**config.mk**
```make
export PLATFORM = sky130hd
export DESIGN_NAME = ltmr_top
export DESIGN_NICKNAME = d
export VERILOG_FILES = /design/src/rtl/ltmr_pkg.sv /design/src/rtl/ltmr_regs.sv /design/src/rtl/ltmr_prescale.sv /design/src/rtl/ltmr_count.sv /design/src/rtl/ltmr_top.sv
export SDC_FILE = /design/constraint.sdc
export NUM_CORES = 1
export LEC_CHECK = 0
export BUFFER_PORTS_ARGS = -buffer_cell sky130_fd_sc_hd__buf_2
export CORE_ASPECT_RATIO = 0.5
export CORE_MARGIN = 2
export CORE_UTILIZATION = 50
export CTS_BUF_LIST = sky130_fd_sc_hd__clkbuf_8 sky130_fd_sc_hd__clkbuf_16
export DETAILED_ROUTE_END_ITERATION = 7
export HOLD_SLACK_MARGIN = 0.06
export PLACE_DENSITY = 0.72
export SYNTH_ARGS = -nofsm -noshare
export SYNTH_HDL_FRONTEND = slang
export SYNTH_SLANG_ARGS = --single-unit
```
**constraint.sdc**
```tcl
create_clock -name clk -period 4.56 [get_ports clk]
set_clock_uncertainty 0.1 [all_clocks]
set_input_delay 0.456 -clock clk [delete_from_list [all_inputs] [get_ports clk]]
set_output_delay 0.456 -clock clk [all_outputs]
set_load 0.02 [all_outputs]
```
**src/rtl/ltmr_pkg.sv**
```systemverilog
// Shared encodings for the interval timer: register selects, control-entry
// field positions and the divide-code to shift mapping.
package ltmr_pkg;

    localparam int ADDR_W   = 2;
    localparam int VEC_W    = 8;
    localparam int MASK_POS = 16;
    localparam int PER_POS  = 17;
    localparam int SHIFT_W  = 3;
    localparam int CODE_W   = 3;

    typedef enum logic [ADDR_W-1:0] {
        SEL_CTRL = 2'd0,
        SEL_INIT = 2'd1,
        SEL_CUR  = 2'd2,
        SEL_DIV  = 2'd3
    } reg_sel_e;

    typedef struct packed {
        logic             periodic;
        logic             masked;
        logic [VEC_W-1:0] vector;
    } ctrl_t;

    // Stored code {b3,b1,b0} plus one, wrapping modulo 8.
    function automatic logic [SHIFT_W-1:0] code_to_shift(input logic [CODE_W-1:0] code);
        return SHIFT_W'(code + CODE_W'(1));
    endfunction

endpackage

```
**src/rtl/ltmr_regs.sv**
```systemverilog
// Register store for the interval timer.
// Holds the control entry, the start count and the compressed divide code.
// It also produces the load pulse and the repeat-to-one-shot switch pulse.
// Assumes DATA_W covers CNT_W and the control field positions.
module ltmr_regs
    import ltmr_pkg::*;
#(
    parameter int CNT_W  = 32,
    parameter int DATA_W = 32
) (
    input  logic              clk,
    input  logic              rst_n,
    input  logic              wr_en_i,
    input  logic [ADDR_W-1:0] wr_addr_i,
    input  logic [DATA_W-1:0] wr_data_i,
    output ctrl_t             ctrl_o,
    output logic [CNT_W-1:0]  init_o,
    output logic [CODE_W-1:0] code_o,
    output logic              load_o,
    output logic [CNT_W-1:0]  load_val_o,
    output logic              oneshot_sw_o
);

    logic ctrl_we;
    logic div_we;

    // Decode the write strobes for each writable register.
    always_comb begin
        ctrl_we      = wr_en_i && (wr_addr_i == SEL_CTRL);
        div_we       = wr_en_i && (wr_addr_i == SEL_DIV);
        load_o       = wr_en_i && (wr_addr_i == SEL_INIT);
        load_val_o   = wr_data_i[CNT_W-1:0];
        oneshot_sw_o = ctrl_we && ctrl_o.periodic && !wr_data_i[PER_POS];
    end

    // Control entry: resets masked, one-shot, vector 0.
    always_ff @(posedge clk) begin
        if (!rst_n) begin
            ctrl_o.vector   <= '0;
            ctrl_o.masked   <= 1'b1;
            ctrl_o.periodic <= 1'b0;
        end else if (ctrl_we) begin
            ctrl_o.vector   <= wr_data_i[VEC_W-1:0];
            ctrl_o.masked   <= wr_data_i[MASK_POS];
            ctrl_o.periodic <= wr_data_i[PER_POS];
        end
    end

    // Start count register.
    always_ff @(posedge clk) begin
        if (!rst_n)      init_o <= '0;
        else if (load_o) init_o <= wr_data_i[CNT_W-1:0];
    end

    // Divide code: keeps only data bits 3, 1 and 0.
    always_ff @(posedge clk) begin
        if (!rst_n)      code_o <= '0;
        else if (div_we) code_o <= {wr_data_i[3], wr_data_i[1:0]};
    end

    // a write that does not hit the control entry leaves it unchanged
    assert_ctrl_hold_R1: assert property (@(posedge clk) disable iff (!rst_n)
        !ctrl_we |=> $stable(ctrl_o));

endmodule

```
**src/rtl/ltmr_prescale.sv**
```systemverilog
// Power-of-two prescaler for the interval timer.
// It counts base ticks since the last restart and emits a step every 2^shift
// ticks. A restart clears the count and swallows a tick in the same cycle.
module ltmr_prescale
    import ltmr_pkg::*;
#(
    parameter int SH_W = SHIFT_W
) (
    input  logic            clk,
    input  logic            rst_n,
    input  logic            tick_i,
    input  logic            restart_i,
    input  logic [SH_W-1:0] shift_i,
    output logic            step_o
);

    localparam int PS_W = (1 << SH_W) - 1;

    logic [PS_W-1:0] ps_q;
    logic [PS_W-1:0] ps_mask;

    // Build a mask of the low 'shift' bits.
    always_comb begin
        for (int b = 0; b < PS_W; b++) begin
            ps_mask[b] = (b < int'(shift_i));
        end
    end

    // A step falls on the tick that carries out of the low 'shift' bits.
    always_comb begin
        step_o = tick_i && !restart_i && ((ps_q & ps_mask) == ps_mask);
    end

    // Count ticks since the last restart.
    always_ff @(posedge clk) begin
        if (!rst_n)         ps_q <= '0;
        else if (restart_i) ps_q <= '0;
        else if (tick_i)    ps_q <= ps_q + PS_W'(1);
    end

    // no base tick and no restart means the prescaler holds
    assert_hold_without_tick_R3: assert property (@(posedge clk) disable iff (!rst_n)
        (!tick_i && !restart_i) |=> $stable(ps_q));

    // a restart always leaves the prescaler at zero
    assert_restart_clears_R4: assert property (@(posedge clk) disable iff (!rst_n)
        restart_i |=> (ps_q == '0));

endmodule

```
**src/rtl/ltmr_count.sv**
```systemverilog
// Down counter and expiry logic for the interval timer.
// It loads on a start-count write and decrements on prescaler steps. In
// repeat mode a step at zero reloads; in one-shot mode the counter is spent.
// A repeat-to-one-shot switch after a reload forces the count to zero.
// Assumes load and step never coincide (the prescaler swallows that step).
module ltmr_count #(
    parameter int CNT_W = 32
) (
    input  logic             clk,
    input  logic             rst_n,
    input  logic             step_i,
    input  logic             load_i,
    input  logic [CNT_W-1:0] load_val_i,
    input  logic [CNT_W-1:0] init_i,
    input  logic             periodic_i,
    input  logic             masked_i,
    input  logic             oneshot_sw_i,
    output logic [CNT_W-1:0] cur_o,
    output logic             fire_o
);

    logic [CNT_W-1:0] cur_q;
    logic             spent_q;
    logic             wrapped_q;
    logic             at_zero;

    // Decide whether this cycle's step is an expiry that must be reported.
    always_comb begin
        at_zero = (cur_q == '0);
        fire_o  = step_i && !load_i && at_zero && (init_i != '0)
                  && !masked_i && (periodic_i || !spent_q);
        cur_o   = cur_q;
    end

    // Current count, one-shot spent flag and reload-seen flag.
    always_ff @(posedge clk) begin
        if (!rst_n) begin
            cur_q     <= '0;
            spent_q   <= 1'b0;
            wrapped_q <= 1'b0;
        end else if (load_i) begin
            cur_q     <= load_val_i;
            spent_q   <= 1'b0;
            wrapped_q <= 1'b0;
        end else if (oneshot_sw_i && wrapped_q) begin
            cur_q     <= '0;
            spent_q   <= 1'b1;
        end else if (step_i) begin
            if (!at_zero) begin
                cur_q <= cur_q - CNT_W'(1);
            end else if (periodic_i && (init_i != '0)) begin
                cur_q     <= init_i;
                wrapped_q <= 1'b1;
            end else begin
                spent_q <= 1'b1;
            end
        end
    end

    // the current count never exceeds the start count
    assert_cur_bounded_R4: assert property (@(posedge clk) disable iff (!rst_n)
        cur_q <= init_i);

    // without a step, load or mode switch the count holds
    assert_hold_without_step_R3: assert property (@(posedge clk) disable iff (!rst_n)
        (!step_i && !load_i && !oneshot_sw_i) |=> $stable(cur_q));

    // once spent in one-shot mode, the count stays zero until a load
    assert_spent_zero_R5: assert property (@(posedge clk) disable iff (!rst_n)
        (spent_q && !periodic_i && !load_i) |=> (cur_q == '0));

endmodule

```
**src/rtl/ltmr_top.sv**
```systemverilog
// Top of the programmable interval timer.
// It ties together the register store, the prescaler and the down counter.
// It provides the combinational read mux and registers the one-cycle
// interrupt request with its vector.
module ltmr_top
    import ltmr_pkg::*;
#(
    parameter int CNT_W  = 32,
    parameter int DATA_W = 32
) (
    input  logic              clk,
    input  logic              rst_n,
    input  logic              tick_i,
    input  logic              wr_en_i,
    input  logic [1:0]        wr_addr_i,
    input  logic [31:0]       wr_data_i,
    input  logic [1:0]        rd_addr_i,
    output logic [31:0]       rd_data_o,
    output logic              irq_valid_o,
    output logic [7:0]        irq_vector_o
);

    ctrl_t              ctrl;
    logic [CNT_W-1:0]   init_q;
    logic [CNT_W-1:0]   cur;
    logic [CODE_W-1:0]  code;
    logic [SHIFT_W-1:0] shift;
    logic               load;
    logic [CNT_W-1:0]   load_val;
    logic               oneshot_sw;
    logic               step;
    logic               fire;
    logic [DATA_W-1:0]  ctrl_word;
    logic [DATA_W-1:0]  div_word;

    ltmr_regs #(
        .CNT_W  (CNT_W),
        .DATA_W (DATA_W)
    ) regs_i (
        .clk          (clk),
        .rst_n        (rst_n),
        .wr_en_i      (wr_en_i),
        .wr_addr_i    (wr_addr_i),
        .wr_data_i    (wr_data_i),
        .ctrl_o       (ctrl),
        .init_o       (init_q),
        .code_o       (code),
        .load_o       (load),
        .load_val_o   (load_val),
        .oneshot_sw_o (oneshot_sw)
    );

    // Map the stored divide code to a prescale shift.
    always_comb shift = code_to_shift(code);

    ltmr_prescale #(
        .SH_W (SHIFT_W)
    ) presc_i (
        .clk       (clk),
        .rst_n     (rst_n),
        .tick_i    (tick_i),
        .restart_i (load),
        .shift_i   (shift),
        .step_o    (step)
    );

    ltmr_count #(
        .CNT_W (CNT_W)
    ) count_i (
        .clk          (clk),
        .rst_n        (rst_n),
        .step_i       (step),
        .load_i       (load),
        .load_val_i   (load_val),
        .init_i       (init_q),
        .periodic_i   (ctrl.periodic),
        .masked_i     (ctrl.masked),
        .oneshot_sw_i (oneshot_sw),
        .cur_o        (cur),
        .fire_o       (fire)
    );

    // Pack the control fields and divide code into read words.
    always_comb begin
        ctrl_word           = '0;
        ctrl_word[VEC_W-1:0] = ctrl.vector;
        ctrl_word[MASK_POS] = ctrl.masked;
        ctrl_word[PER_POS]  = ctrl.periodic;
        div_word            = '0;
        div_word[3]         = code[2];
        div_word[1:0]       = code[1:0];
    end

    // Combinational read mux.
    always_comb begin
        case (rd_addr_i)
            SEL_CTRL: rd_data_o = ctrl_word;
            SEL_INIT: rd_data_o = DATA_W'(init_q);
            SEL_CUR:  rd_data_o = DATA_W'(cur);
            default:  rd_data_o = div_word;
        endcase
    end

    // Register the interrupt request and capture its vector.
    always_ff @(posedge clk) begin
        if (!rst_n) begin
            irq_valid_o  <= 1'b0;
            irq_vector_o <= '0;
        end else begin
            irq_valid_o <= fire;
            if (fire) irq_vector_o <= ctrl.vector;
        end
    end

    // a request is a single-cycle pulse
    assert_irq_single_R9: assert property (@(posedge clk) disable iff (!rst_n)
        irq_valid_o |=> !irq_valid_o);

    // a request only follows a cycle in which the entry was unmasked
    assert_irq_unmasked_R7: assert property (@(posedge clk) disable iff (!rst_n)
        irq_valid_o |-> !$past(ctrl.masked));

    // a request coincides with a reload or with a zero count
    assert_irq_boundary_R6: assert property (@(posedge clk) disable iff (!rst_n)
        irq_valid_o |-> ((cur == init_q) || (cur == '0)));

endmodule

```
# After elaboration in Yosys (flattened, before gate mapping)

Index checks and enable logic that the tools add are counted.

Bits of input ports: 40
Register bits after elaboration: 95
Logic and storage cells: 71

$lt $le $gt $ge: 7
Muxes and demuxes: 10
Reductions and logical operators: 30
Equality and inequality tests: 7
Bitwise gates (word level): 3
$add $sub $neg: 3

Operators with widths:

| cell                                                 | count |
|---|---|
| 2-to-1 mux 32 bit                                    | 5 |
| one-hot mux 32 bit (3 select lines)                  | 1 |
| logical NOT 32 bit                                   | 1 |
| nonzero test 32 bit                                  | 1 |
| subtractor 32 x 1 -> 32 bit (second input constant)  | 1 |
| logical AND 1 bit                                    | 14 |
| < comparator 3 bit (first input constant)            | 3 |
| adder 7 x 1 -> 7 bit (second input constant)         | 1 |
| bitwise AND 7 bit                                    | 1 |
| equality test 7 bit                                  | 1 |
| < comparator 1 x 3 -> 1 bit (first input constant)   | 2 |
| < comparator 2 x 3 -> 1 bit (first input constant)   | 2 |
| equality test 2 x 1 -> 1 bit (second input constant) | 2 |
| equality test 2 bit (second input constant)          | 2 |
| logical NOT 1 bit                                    | 4 |
| logical NOT 2 bit                                    | 2 |
| 2-to-1 mux 1 bit                                     | 4 |
| != test 4 x 3 -> 1 bit (second input constant)       | 1 |
| AND reduction 4 bit                                  | 1 |
| nonzero test 2 bit                                   | 2 |
| adder 3 x 1 -> 3 bit (second input constant)         | 1 |
| AND reduction 3 bit                                  | 1 |
| nonzero test 3 bit                                   | 1 |
| != test 2 x 1 -> 1 bit (second input constant)       | 1 |
| other kinds (4)                                      | 5 |

# Logic depth before layout (Yosys ltp)

Gate-level depths: netlist of the first run.

Depth in word-level cells: 10
Mapped depth: 10
Gate-level depth less buffers: 8

# By module

Synthesis of the first run repeated with hierarchy kept, for this count alone.

Cell total of the unflattened synthesis: 687
Area total of the unflattened synthesis: 5698.0 um^2

By module, submodules not included:

| module        | cells each | sequential area each (um^2) | area each (um^2) | instances |
|---|---|---|---|---|
| ltmr_count    | 350        | 680.7                       | 2534.9           | 1 |
| ltmr_regs     | 218        | 900.9                       | 2019.4           | 1 |
| ltmr_top      | 78         | 180.2                       | 795.8            | 1 |
| ltmr_prescale | 41         | 140.1                       | 347.8            | 1 |

# Worst setup path after synthesis of the first run

OpenSTA, ideal clock, no wires.

Kind: register to register
From: register count_i.cur_q[0] (netlist: count_i.cur_o[0])
To: register irq_vector_o[0]
Arrival time: 2.257 ns
Path buffers: 1
Cell stages (with the launch flop): 10
Setup slack: 2.075 ns
Library setup time: 0.128 ns
Clock period less this slack: 2.485 ns
Required time: 4.332 ns
Path through: dfxtp_1 -> inv_1 -> ha_1 -> nor4b_1 -> nand4_4 -> or3_1 -> buf_6 -> nor3_4 -> mux2i_1 -> nor2_1

Word-level cells in the longest chain between the ends: 5

RTL lines:

| what                           | RTL line         | RTL |
|---|---|---|
| from (decl)                    | ltmr_count.sv:22 | `logic [CNT_W-1:0] cur_q;` |
| from (signal assigned)         | ltmr_count.sv:42 | `cur_q <= load_val_i;` |
| from (signal assigned)         | ltmr_count.sv:50 | `cur_q <= cur_q - CNT_W'(1);` |
| from (signal assigned)         | ltmr_count.sv:52 | `cur_q <= init_i;` |
| logical NOT 32 bit             | ltmr_count.sv:29 | `at_zero = (cur_q == '0);` |
| logical AND 1 bit (2 in a row) | ltmr_count.sv:30 | `fire_o = step_i && !load_i && at_zero && (init_i != '0)` |
| logical AND 1 bit (2 in a row) | ltmr_count.sv:31 | `&& !masked_i && (periodic_i \|\| !spent_q);` |
| to (signal assigned)           | ltmr_top.sv:111  | `if (fire) irq_vector_o <= ctrl.vector;` |
| to (decl)                      | ltmr_top.sv:20   | `output logic [7:0] irq_vector_o` |

Every way passes these cells.
A chain may end at the register's enable or synchronous reset.

# Worst setup path in the final report of the first run

From: register count_i.cur_q[0] (netlist: count_i.cur_o[0])
To: register count_i.cur_q[30] (netlist: count_i.cur_o[30])

Word-level cells in the longest chain between the ends: 5
Elaborated cells on any way between the ends: 8
Those cells by class: 1 x add/sub; 1 x eq/ne; 4 x mux; 2 x reduce/logical

RTL lines:

| what                                                                     | RTL line                           | RTL |
|---|---|---|
| subtractor 32 x 1 -> 32 bit / logical NOT 32 bit (equally long branches) | ltmr_count.sv:50, ltmr_count.sv:29 |  |
| 2-to-1 mux 32 bit                                                        | ltmr_count.sv:49                   | `if (!at_zero) begin` |
| 2-to-1 mux 32 bit                                                        | ltmr_count.sv:48                   | `end else if (step_i) begin` |
| 2-to-1 mux 32 bit                                                        | ltmr_count.sv:45                   | `end else if (oneshot_sw_i && wrapped_q) begin` |
| 2-to-1 mux 32 bit                                                        | ltmr_count.sv:41                   | `end else if (load_i) begin` |

Several ways; a longest one is shown, not always the timed one. The select of a mux whose other input is x is not followed.

==> impl_metrics.env, run 1 <==
export IMPL_status="completed"
export IMPL_p_leak_nw=2.38
export IMPL_seqPwrFrac_pct=40.2
export IMPL_critPathLaunchType="flip-flop"
export IMPL_fin_cells=845
export IMPL_cts_sinks=95
export IMPL_layout_commonest_cell="nand2_1"
export IMPL_synth_nets=685
export IMPL_dieWidth_um=147
export IMPL_fin_setup_tns_ns=0
export IMPL_clk_pin_slew_worst_paths_ns=0.07
export IMPL_p_comb_share_pct=24.2
export IMPL_dpl_instance_area_um2=5630
export IMPL_synth_edf_count=0
export IMPL_cts_tree="built"
export IMPL_core_um2=10100
export IMPL_n_antenna_cell=0
export IMPL_ys_ff_latch=95
export IMPL_grt_max_degree=55
export IMPL_drc_errors=0
export IMPL_finalSetupViolCount=0
export IMPL_fmax_ghz=0.330
export IMPL_synth_area_per_cell_um2=8.03
export IMPL_insertion_delay_ns=0.34
export IMPL_power_density_nw_per_um2=394
export IMPL_syn_inst=641
export IMPL_placed_cells=829
export IMPL_layout_common_cells="128 x nand2_1, 95 x dfxtp_1, 80 x buf_2, 51 x a21oi_1, 45 x nor2_1"
export IMPL_clockPowerShare_pct=35.6
export IMPL_power_total_w=0.00235
export IMPL_period_needed_ns=3.03
export IMPL_htreeDepth=3
export IMPL_rsz0062_at_grt="false"
export IMPL_drt_wl_total_mm=14.8
export IMPL_crit_type="reg -> reg"
export IMPL_grt_pass1_wl_mm=23.5
export IMPL_vias=5109
export IMPL_end_kind="flip-flop"
export IMPL_io_buffer_count=80
export IMPL_cts_resized_gates=0
export IMPL_viasPerCell=6.05
export IMPL_start_util_pct=50.9
export IMPL_synth_cell_type_count=60
export IMPL_drtIter0Drc=603
export IMPL_switchingPower_w=0.000739
export IMPL_grt_overflow=0
export IMPL_critPathArrivalTime_ns=3.17
export IMPL_syn2layout_area_growth_pct=15.8
export IMPL_nNetsFinal=744
export IMPL_layout_drive_gt1_share_pct=17.9
export IMPL_yosysWarningCount=0
export IMPL_gp_congestion=0.931
export IMPL_synthFlopType="dfxtp_1"
export IMPL_p_int_w=0.00161
export IMPL_drtAntennaViolNets=0
export IMPL_vdd_ir_drop_max_mv=0.195
export IMPL_swShare_pct=31.5
export IMPL_grt_pass1_vias=4490
export IMPL_hold_viol=0
export IMPL_antenna_found_initial=0
export IMPL_fp_dieArea_um2=11200
export IMPL_cp_max_fo=10
export IMPL_ctsHoldBuffers=0
export IMPL_async_reset_ff_share_pct=0
export IMPL_cts_buffers=9
export IMPL_finalMaxSlewViolations=0
export IMPL_max_cap_viol_count=0
export IMPL_slew_headroom_pct=24.6
export IMPL_dp_hpwl_mm=10.1
export IMPL_die_y_um=75.7
export IMPL_cp_data_required_time_ns=4.70
export IMPL_synth_seq_area_share_pct=37.0
export IMPL_post_route_period_util_pct=66.5
export IMPL_row_count=26
export IMPL_clockBufferDepth=2
export IMPL_tightest_slew_ns=1.13
export IMPL_final_area_um2=5960
export IMPL_io_pins=81
export IMPL_postCtsSetupBuffers=0
export IMPL_synth_area_um2=5140
export IMPL_cts_root_buf="clkbuf_16"
export IMPL_gr_usage_all_layers_pct=26.6
export IMPL_drt_pass1_iter_count=5
export IMPL_routedWlPerCell_um=17.6
export IMPL_hp_class="in -> reg"
routing by layer:
layer,GRT usage (%),wire length [um]
met3,5.21,1100
met5,0,0
met4,7.91,210
met1,37.3,7130
met2,42.2,6400
flip-flops by register name, indices dropped and copies added, names as in the netlist:
signal             flops
count_i.cur_o         32
count_i.spent_q        1
count_i.wrapped_q      1
irq_valid_o            1
irq_vector_o           8
presc_i.ps_q           7
regs_i.code_o          3
regs_i.ctrl_o         10
regs_i.init_o         32
metrics by stage:
step           utilization, %  hold slack [ns]  setup WS, ns
2_1_floorplan               -            0.326          2.08
3_3_place_gp             55.6            0.337          1.48
3_5_place_dp             55.6            0.348          1.40
4_1_cts                  58.9            0.255          1.56
5_1_grt                  58.9            0.261          1.31
6_report                 58.9            0.256          1.53
kinds of logic (layout without fill, tap and decap cells):
logic type,Yosys count,count (layout),synth area share [%]
fa+ha+maj,4,4,0.973
flops,95,95,37.0
mux,25,25,5.59
compound gates,194,194,25.1
xor+xnor,21,21,3.57
buf+inv,50,114,4.21
simple gates,252,252,23.6
synthesized netlist by cell type (all sizes together), types with 5 or more instances:
cell,number,share of area (%)
o22ai,5,0.61
xor2,16,2.7
nand3,9,0.88
buf,10,1.3
clkbuf,35,2.6
o211ai,15,2.2
mux2i,22,4.3
o21ai,41,4.0
or3,5,0.61
a22o,29,4.9
nor2,46,3.4
a31oi,17,2.1
xnor2,5,0.85
nor4,20,3.3
dfxtp,95,37
nand2,128,9.3
nand4,15,2.1
nor3,9,1.2
a21oi,51,5.0
critical path: stages (launching register included):
cell and delay (ns):
dfxtp_1 0.39, inv_1 0.11, ha_1 0.14, nor4b_1 0.56
nand4_4 0.21, nor3_2 0.52, buf_4 0.29, nor3_1 0.09
a32o_1 0.27, a221o_1 0.25
path summary, 6_finish.rpt:
check / start / to / slack, ns / cells past startpoint
min reg2reg: count_i.wrapped_q$_SDFFE_PP0P_ / count_i.wrapped_q$_SDFFE_PP0P_ / 0.37 / 2
min: wr_data_i[30] / count_i.cur_o[30]$_SDFFE_PN0P_ / 0.26 / 2
max: count_i.cur_o[0]$_SDFFE_PN0P_ / count_i.cur_o[30]$_SDFFE_PN0P_ / 1.53 / 9
max reg2reg: count_i.cur_o[0]$_SDFFE_PN0P_ / count_i.cur_o[30]$_SDFFE_PN0P_ / 1.53 / 9
final cells by class:
class | instances | area [um^2]
tap | 140 | 175
multi-input combinational | 496 | 3030
sequential | 95 | 1900
fill | 933 | 4160
clock inverter | 5 | 80.1
timing repair buffer | 93 | 498
clock buffer | 11 | 253
inverter | 5 | 18.8
power groups by stage:
stage | clock network (W) | registers [W] | logic [W]
after floorplan | 0 | 0.000934 | 0.000436
after global placement | 0 | 0.000959 | 0.000550
after detailed placement | 0 | 0.000961 | 0.000556
after CTS | 0.000842 | 0.000942 | 0.000562
after global routing | 0.000875 | 0.000952 | 0.000630
final | 0.000836 | 0.000944 | 0.000568
No activity file was read; power rests on OpenSTA's default activity.
==> inputs of run 2 (changes only) <==
- PLACE_DENSITY: 0.72 -> 0.75
- clock period: 4.56 -> 2.6 ns (I/O delays scaled with it)
==> impl_metrics.env, run 2 (synthesis gave the netlist of run 1 again) <==
export IMPL_status="completed"
export IMPL_drt_wl_total_mm=15.6
export IMPL_switchingPower_w=0.00142
export IMPL_cts_root_buf="clkbuf_16"
export IMPL_critPathArrivalTime_ns=2.57
export IMPL_syn2layout_area_growth_pct=22.9
export IMPL_start_util_pct=50.9
export IMPL_clockPowerShare_pct=33.7
export IMPL_p_comb_share_pct=27.8
export IMPL_p_leak_nw=2.59
export IMPL_rsz0062_at_grt="false"
export IMPL_hp_class="in -> reg"
export IMPL_ff2ff_path_depth=9
export IMPL_clockBufferDepth=2
export IMPL_cp_max_fo=19
export IMPL_vias=5340
export IMPL_cts_tree="built"
export IMPL_grt_pass1_wl_mm=24.7
export IMPL_layout_commonest_cell="nand2_1"
export IMPL_cts_buffers=9
export IMPL_swShare_pct=33.4
export IMPL_power_density_nw_per_um2=670
export IMPL_die_y_um=75.7
export IMPL_finalSetupViolCount=0
export IMPL_finalMaxSlewViolations=0
export IMPL_dpl_instance_area_um2=5930
export IMPL_hold_viol=0
export IMPL_drtAntennaViolNets=0
export IMPL_path_buf_inv=2
export IMPL_slew_headroom_pct=62.4
export IMPL_fmax_ghz=0.412
export IMPL_grt_pass1_vias=4760
export IMPL_fp_dieArea_um2=11200
export IMPL_hold_slack_ns=0.0643
export IMPL_layout_drive_gt1_share_pct=21.8
export IMPL_cp_data_required_time_ns=2.74
export IMPL_cp_slowest_stage_delay_ns=0.32
export IMPL_crit_path_frequent_cell="buf_4"
export IMPL_antenna_found_initial=0
export IMPL_pre_cts_slack_ns=0.115
export IMPL_crit_chain="ha_1, o21bai_1, a21oi_1, o2111ai_1, buf_4, a22oi_2, buf_4, nor2_1, a221o_1"
export IMPL_max_cap_viol_count=0
export IMPL_io_pins=81
export IMPL_ff2ff_setup_slack_ns=0.17
export IMPL_nNetsFinal=786
export IMPL_drt_pass1_iter_count=5
export IMPL_min_path_cells=3
export IMPL_seqPwrFrac_pct=38.5
export IMPL_grt_overflow=0
export IMPL_drc_errors=0
export IMPL_routedWlPerCell_um=17.5
export IMPL_grt_max_degree=41
export IMPL_slowest_stage="dfxtp_1"
export IMPL_n_antenna_cell=0
export IMPL_core_um2=10100
export IMPL_final_area_um2=6320
export IMPL_fill_cells=888
export IMPL_insertion_delay_ns=0.35
export IMPL_htreeDepth=3
export IMPL_period_needed_ns=2.43
export IMPL_path_depth=9
export IMPL_worst_slack_ns=0.170
export IMPL_fin_setup_tns_ns=0
export IMPL_drtIter0Drc=587
export IMPL_critPathLaunchType="flip-flop"
export IMPL_crit_type="reg -> reg"
export IMPL_io_buffer_count=80
export IMPL_dieWidth_um=147
export IMPL_tightest_slew_ns=0.562
export IMPL_cts_sinks=95
export IMPL_post_route_period_util_pct=93.5
export IMPL_gp_congestion=0.908
export IMPL_power_total_w=0.00424
export IMPL_dp_hpwl_mm=11.1
export IMPL_row_count=26
export IMPL_layout_common_cells="128 x nand2_1, 95 x dfxtp_1, 80 x buf_2, 51 x a21oi_1, 46 x buf_4"
export IMPL_gr_usage_all_layers_pct=28.1
export IMPL_viasPerCell=6.02
export IMPL_vdd_ir_drop_max_mv=0.389
export IMPL_p_int_w=0.00282
export IMPL_clk_pin_slew_worst_paths_ns=0.08
export IMPL_end_kind="flip-flop"
export IMPL_cp_top_family="compound AO/OA/AOI/OAI gates"
-- run 2: cell count changes in the layout (fill, tap and decap cells not counted), sizes merged --
cell / change
buf: +36
bufinv: -1
clkbuf: -2
clkinv: +1
clkinvlp: -2
dlygate4sd3: +6
inv: +4
-- run 2: through the flow --
| stage | util [%] | cells |
|---|---|---|
| finish | 62.5 | 887 |
| global route | 62.5 | 887 |
| CTS | 62.4 | 887 |
| detailed placement | 58.6 | 865 |
| global placement | 58.6 | 865 |
| floorplan | - | 641 |
-- run 2: final cells by class --
type | count | area, um^2 | share of cell area (%)
flip-flops and latches | 95 | 1900 | 30.1
repair buffers | 135 | 866 | 13.7
multi-input cells | 496 | 3040 | 48.1
well taps | 140 | 175 | 2.77
clock inverters | 7 | 97.6 | 1.54
clock buffers | 9 | 225 | 3.56
inverters | 5 | 18.8 | 0.297
-- run 2: worst min-delay path, cell delays in order --
cell	delay (ns)
buf_2	0.11
nand2_1	0.05
a21oi_1	0.05
-- run 2: power groups by stage --
stage,Clock [W],Sequential (W),Combinational [W]
3_3_place_gp,0,0.00166,0.00112
5_1_grt,0.00149,0.00164,0.00129
6_report,0.00143,0.00163,0.00118
4_1_cts,0.00144,0.00163,0.00115
3_5_place_dp,0,0.00166,0.00114
2_1_floorplan,0,0.00164,0.000764
-- run 2: timing repair --
action	CTS	global route
buffers inserted	0	0
hold endpoints to repair	6	0
setup endpoints to repair	0	9
resized for setup	0	2
hold buffers	6	0
-- run 2: layer usage --
metal | track usage (%) | vias to the layer above | routed length (um)
met5 | 0 | - | 0
met4 | 8.01 | 0 | 276
met3 | 5.81 | 38 | 1250
met2 | 43.6 | 254 | 6670
met1 | 40.1 | 2488 | 7370
li1 | - | 2560 | -
-- run 2: worst paths after layout --
path,from,end
worst min-delay path,wr_data_i[25],regs_i.init_o[25]$_SDFFE_PN0P_
worst min register to register,count_i.wrapped_q$_SDFFE_PP0P_,count_i.wrapped_q$_SDFFE_PP0P_
worst max-delay path,regs_i.code_o[0]$_SDFFE_PN0P_,count_i.cur_o[30]$_SDFFE_PN0P_
worst max register to register,regs_i.code_o[0]$_SDFFE_PN0P_,count_i.cur_o[30]$_SDFFE_PN0P_
